==> config.mk <==
export PLATFORM = sky130hd
export DESIGN_NAME = tx_stamp_hold
export DESIGN_NICKNAME = d
export VERILOG_FILES = /design/src/rtl/tx_stamp_pkg.sv /design/src/rtl/tx_stamp_ctl.sv /design/src/rtl/tx_stamp_dp.sv /design/src/rtl/tx_stamp_hold.sv
export SDC_FILE = /design/constraint.sdc
export NUM_CORES = 1
export LEC_CHECK = 0
export BUFFER_PORTS_ARGS = -buffer_cell sky130_fd_sc_hd__buf_4
export CORE_MARGIN = 2
export CORE_UTILIZATION = 44
export CTS_BUF_LIST = sky130_fd_sc_hd__clkbuf_2
export DETAILED_ROUTE_END_ITERATION = 10
export GPL_ROUTABILITY_DRIVEN = 0
export PLACE_DENSITY = 0.79
export SYNTH_ARGS = -nofsm -noshare
export SYNTH_HDL_FRONTEND = slang
export SYNTH_SLANG_ARGS = --single-unit
==> constraint.sdc <==
create_clock -name clk -period 1.6 [get_ports clk]
set_input_delay 0.16 -clock clk [delete_from_list [all_inputs] [get_ports clk]]
set_output_delay 0.16 -clock clk [all_outputs]
set_load 0.01 [all_outputs]
==> src/rtl/tx_stamp_pkg.sv <==
package tx_stamp_pkg;
  typedef struct packed {
    logic capture;
    logic miss;
    logic freeHold;
  } stamp_ctl_t;

  localparam logic [1:0] CLR_FINISH = 2'b01;
  localparam logic [1:0] CLR_UPDATE = 2'b00;
endpackage

==> src/rtl/tx_stamp_ctl.sv <==
module tx_stamp_ctl
  import tx_stamp_pkg::*;
#(
  parameter int CLR_W = 2
) (
  input  logic             clk,
  input  logic             rstN,
  input  logic             sofStrobe,
  input  logic             stampWanted,
  input  logic             clrWrite,
  input  logic [CLR_W-1:0] clrData,
  output stamp_ctl_t       ctl,
  output logic             validQ
);
  logic armedQ;
  logic hit;
  logic isFinish;
  logic isUpdate;

  assign hit      = sofStrobe && stampWanted;
  assign isFinish = (clrData == CLR_W'(CLR_FINISH));
  assign isUpdate = (clrData == CLR_W'(CLR_UPDATE));

  always_comb begin
    ctl.capture  = hit && !validQ;
    ctl.miss     = hit && validQ;
    ctl.freeHold = clrWrite && isUpdate && armedQ;
  end

  always_ff @(posedge clk) begin
    if (!rstN) begin
      validQ <= 1'b0;
      armedQ <= 1'b0;
    end else begin
      if (ctl.capture)       validQ <= 1'b1;
      else if (ctl.freeHold) validQ <= 1'b0;

      if (ctl.capture)  armedQ <= 1'b0;
      else if (clrWrite) armedQ <= isFinish;
    end
  end

  // valid only rises after a qualified strobe
  a_r2_rise_on_strobe: assert property (@(posedge clk) disable iff (!rstN)
    $rose(validQ) |-> $past(sofStrobe && stampWanted));

  // valid only falls after an update write that followed a finish
  a_r7_release_seq: assert property (@(posedge clk) disable iff (!rstN)
    $fell(validQ) |-> $past(clrWrite && isUpdate && armedQ));
endmodule

==> src/rtl/tx_stamp_dp.sv <==
module tx_stamp_dp
  import tx_stamp_pkg::*;
#(
  parameter int REG_W       = 32,
  parameter int NS_FIELD_W  = 30,
  parameter int SEC_FIELD_W = 32,
  parameter int MISS_W      = 8
) (
  input  logic              clk,
  input  logic              rstN,
  input  stamp_ctl_t        ctl,
  input  logic              validIn,
  input  logic [REG_W-1:0]  timeSec,
  input  logic [REG_W-1:0]  timeNs,
  output logic [REG_W-1:0]  nsQ,
  output logic [REG_W-1:0]  secQ,
  output logic [MISS_W-1:0] missQ
);
  localparam logic [REG_W-1:0]  NS_MASK  = REG_W'((64'd1 << NS_FIELD_W) - 64'd1);
  localparam logic [REG_W-1:0]  SEC_MASK = REG_W'((64'd1 << SEC_FIELD_W) - 64'd1);
  localparam logic [MISS_W-1:0] MISS_MAX = '1;

  always_ff @(posedge clk) begin
    if (!rstN) begin
      nsQ   <= '0;
      secQ  <= '0;
      missQ <= '0;
    end else begin
      if (ctl.capture) begin
        nsQ  <= timeNs & NS_MASK;
        secQ <= timeSec & SEC_MASK;
      end
      if (ctl.miss && missQ != MISS_MAX) missQ <= missQ + 1'b1;
    end
  end

  // a held pair never changes while the slot is full
  a_r5_no_overwrite: assert property (@(posedge clk) disable iff (!rstN)
    $past(validIn) |-> ($stable(nsQ) && $stable(secQ)));

  // the miss counter only moves while the slot is full
  a_r6_miss_when_full: assert property (@(posedge clk) disable iff (!rstN)
    (missQ != $past(missQ)) |-> $past(validIn));

  // once at the top, the counter stays there
  a_r8_saturate: assert property (@(posedge clk) disable iff (!rstN)
    ($past(missQ) == MISS_MAX) |-> (missQ == MISS_MAX));
endmodule

==> src/rtl/tx_stamp_hold.sv <==
module tx_stamp_hold
  import tx_stamp_pkg::*;
#(
  parameter int REG_W       = 32,
  parameter int NS_FIELD_W  = 30,
  parameter int SEC_FIELD_W = 32,
  parameter int MISS_W      = 8,
  parameter int CLR_W       = 2
) (
  input  logic              clk,
  input  logic              rstN,
  input  logic              sofStrobe,
  input  logic              stampWanted,
  input  logic [REG_W-1:0]  timeSec,
  input  logic [REG_W-1:0]  timeNs,
  input  logic              clrWrite,
  input  logic [CLR_W-1:0]  clrData,
  output logic [REG_W-1:0]  stampStatus,
  output logic [REG_W-1:0]  stampNs,
  output logic [REG_W-1:0]  stampSec,
  output logic [MISS_W-1:0] missCount
);
  stamp_ctl_t ctl;
  logic       validQ;

  tx_stamp_ctl #(.CLR_W(CLR_W)) uCtl (
    .clk(clk), .rstN(rstN), .sofStrobe(sofStrobe), .stampWanted(stampWanted),
    .clrWrite(clrWrite), .clrData(clrData), .ctl(ctl), .validQ(validQ)
  );

  tx_stamp_dp #(
    .REG_W(REG_W), .NS_FIELD_W(NS_FIELD_W),
    .SEC_FIELD_W(SEC_FIELD_W), .MISS_W(MISS_W)
  ) uDp (
    .clk(clk), .rstN(rstN), .ctl(ctl), .validIn(validQ),
    .timeSec(timeSec), .timeNs(timeNs),
    .nsQ(stampNs), .secQ(stampSec), .missQ(missCount)
  );

  assign stampStatus = {{(REG_W-1){1'b0}}, validQ};
endmodule

==> metrics.md <==
| Metric | Value |
|---|---|
| Status | `completed` |
| Row count | `29` |
| Post-DR vias/cell | `4.944` |
| Setup TNS | `0 ns` |
| Number of global-route vias before repair | `3145` |
| # nets final | `630` |
| Worst path cell trace | `ha_2 > and4_4 > a2111oi_1 > nor3_1` |
| Share of cells above drive strength 1 | `29.89%` |
| # IOs | `175` |
| Crit Path Max Fanout | `6` |
| IO Port Bufs | `139` |
| R2R Path Start | `uDp.missQ[0]` |
| Worst skew pair latency | `0.48 ns` |
| Vias | `3159` |
| HPWL Detailed | `5222 um` |
| CTS Buffer Depth | `2` |
| Top Family by Delay on Critical Path | `flip-flops` |
| Post-synthesis register bit count | `72` |
| Pwr Density | `769.4 nW/um^2` |
| Max IR drop VDD | `580.8 uV` |
| Routed wire per std cell | `14.35 um` |
| Final Skew | `0.02333 ns` |
| Leakage dissipation | `2.070 nW` |
| CTS Buf Count | `9` |
| Worst hold path depth | `4` |
| Post-synth EDFFs | `0` |
| Final hold viol count | `0` |
| Hold_ws | `0.06559 ns` |
| Mapped Avg Cell Area | `8.040 um^2` |
| Hold WC Path Type | `primary input to register` |
| RSZ-0062 raised after global routing | `no` |
| Global-route wire length before repair | `14360 um` |
| Largest net degree at the start of global routing | `39` |
| H-tree level count | `3` |
| TritonCTS clock tree | `built` |
| Max cap viols | `0` |
| Setup CP Type | `register to register` |
| Antenna diode count | `0` |
| GRT Util Overall | `25.03%` |
| Routed Wire Length | `9171 um` |
| Final worst-path cycle share | `90.56%` |
| Initial core utilization | `45.46%` |
| Critical Path AT | `1.84 ns` |
| Yosys Warn Count | `0` |
| Clk slew on worst S/H paths | `0.19 ns` |
| Hold EP | `uCtl.validQ` |
| Die Area | `7224 um^2` |
| Worst Path Buf+Inv | `0` |
| Drt drc | `0` |
| Die W | `85.00 um` |
| Starting DRC count in detailed routing | `138` |
| TritonRoute pass-1 iters | `4` |
| Initial antenna violation count | `0` |
| # clock sinks | `72` |
| CP max stage delay | `0.40 ns` |
| Routed Antenna Nets | `0` |
| Area growth, synth to finish | `60.77%` |
| Async S/R FF share, synth | `0%` |
| Reg2Reg Depth | `4` |
| Core area | `6350 um^2` |
| Worst reg2reg path endpoint | `uDp.missQ[4]` |
| Final Max Slew Viols | `0` |
| Sequential share of the synthesized area | `49.93%` |
| Final setup fails | `0` |
| CP startpoint kind | `register` |
| Crit. End Element | `register` |
| Fmax | `0.6902 GHz` |
| Ys flop type | `dfxtp_1` |
| Cells after synthesis | `359` |
| GR Overflow Total | `0` |
| Hold path start | `clrWrite` |
| Root Driver | `clkbuf_2` |
| Mapped cell area | `2887 um^2` |
| R2R setup slack | `0.15 ns` |
| Yosys cell types | `29` |
| Crit path max-delay cell type | `dfxtp_1` |
| Critical path required time | `1.99 ns` |
| Die H | `85.00 um` |
| Min cycle time layout | `1.449 ns` |
-- cells in the mapped netlist, drive strengths merged, types with 3 or more instances --
cell type | number | area (um^2)
a211oi | 4 | 30.03
a21oi | 66 | 341.6
a41oi | 4 | 35.03
and3 | 4 | 27.52
buf | 50 | 337.8
clkbuf | 6 | 22.52
dfxtp | 72 | 1441
nand2 | 131 | 491.7
nor4 | 3 | 18.77
-- where the power goes --
part | total [mW] | switching [mW] | internal, mW
clock network | 0.967 | 0.619 | 0.347
registers | 1.92 | 0.0432 | 1.87
logic | 0.689 | 0.314 | 0.375
-- cell usage in the layout (no fill, tap or decap), drive strengths merged, types with 3 or more instances in the layout --
cell           n
a211oi         4
a21oi         66
a41oi          4
and3           4
buf          146
clkbuf        10
clkinv         4
conb          33
dfxtp         72
dlygate4sd3   66
nand2        131
nor4           3
-- what timing repair did --
item | 4_1_cts | 5_1_grt
setup endpoints to repair | 0 | 2
gates resized for setup | 0 | 2
hold buffers | 66 | 0
endpoints found under the hold margin | 66 | 0
buffers inserted | 0 | 0
-- cell type report --
cell class / count / area [um^2]
Timing Repair Buffer: 212 / 1794
Fill cell: 473 / 1709
Sequential cell: 72 / 1441
Multi-Input combinational cell: 261 / 1202
Tap cell: 77 / 96.34
Clock buffer: 10 / 50.05
Clock inverter: 5 / 48.80
Inverter: 2 / 7.507
-- sequential cells by signal, indices dropped and copies added (netlist names) --
name         count
uDp.nsQ         30
uCtl.armedQ      1
uDp.secQ        32
uDp.missQ        8
uCtl.validQ      1
-- how the worst max path moves through the flow --
stage               slack (ns)  cells past startpoint            to         start
finish                    0.15                      4  uDp.missQ[4]  uDp.missQ[0]
global route              0.05                      4  uDp.missQ[2]  uDp.missQ[0]
CTS                       0.06                      4  uDp.missQ[4]  uDp.missQ[0]
detailed placement        0.09                      4  uDp.missQ[4]  uDp.missQ[0]
global placement          0.13                      4  uDp.missQ[4]  uDp.missQ[0]
floorplan                 0.18                      4  uDp.missQ[4]  uDp.missQ[0]
-- through the flow --
stage | cells | power, mW | setup slack, ns | utilization [%] | instance area, um^2
floorplan | 391 | 2.249 | 0.1765 | - | 3007
global placement | 558 | 2.475 | 0.1316 | 61.06 | 3877
detailed placement | 558 | 2.490 | 0.09470 | 61.06 | 3877
CTS | 639 | 3.574 | 0.06203 | 73.02 | 4637
global route | 639 | 3.743 | 0.05204 | 73.08 | 4641
finish | 639 | 3.570 | 0.1511 | 73.08 | 4641
-- tightest hold or removal path, cell delays in order --
cell	delay, ns
buf_4	0.12
nand2_1	0.06
o31ai_1	0.06
a21oi_1	0.12
-- cell families after synthesis --
family / after synthesis / share of synthesized area, %
other cells: 1 / 0.1299
simple gates: 147 / 20.89
mux: 2 / 0.6936
buf+inv: 58 / 12.74
flops: 72 / 49.93
fa+ha+maj: 1 / 0.4334
compound gates: 78 / 15.17
-- layer usage --
| layer | global-route usage (%) | part of all wire (%) | vias up |
|---|---|---|---|
| met1 | 26.48 | 36 | 1437 |
| li1 | - | - | 1513 |
| met2 | 43.89 | 51 | 167 |
| met5 | 0 | 0 | - |
| met3 | 8.074 | 8.1 | 42 |
| met4 | 13.56 | 4.6 | 0 |
(Power assumes the default switching activity.)
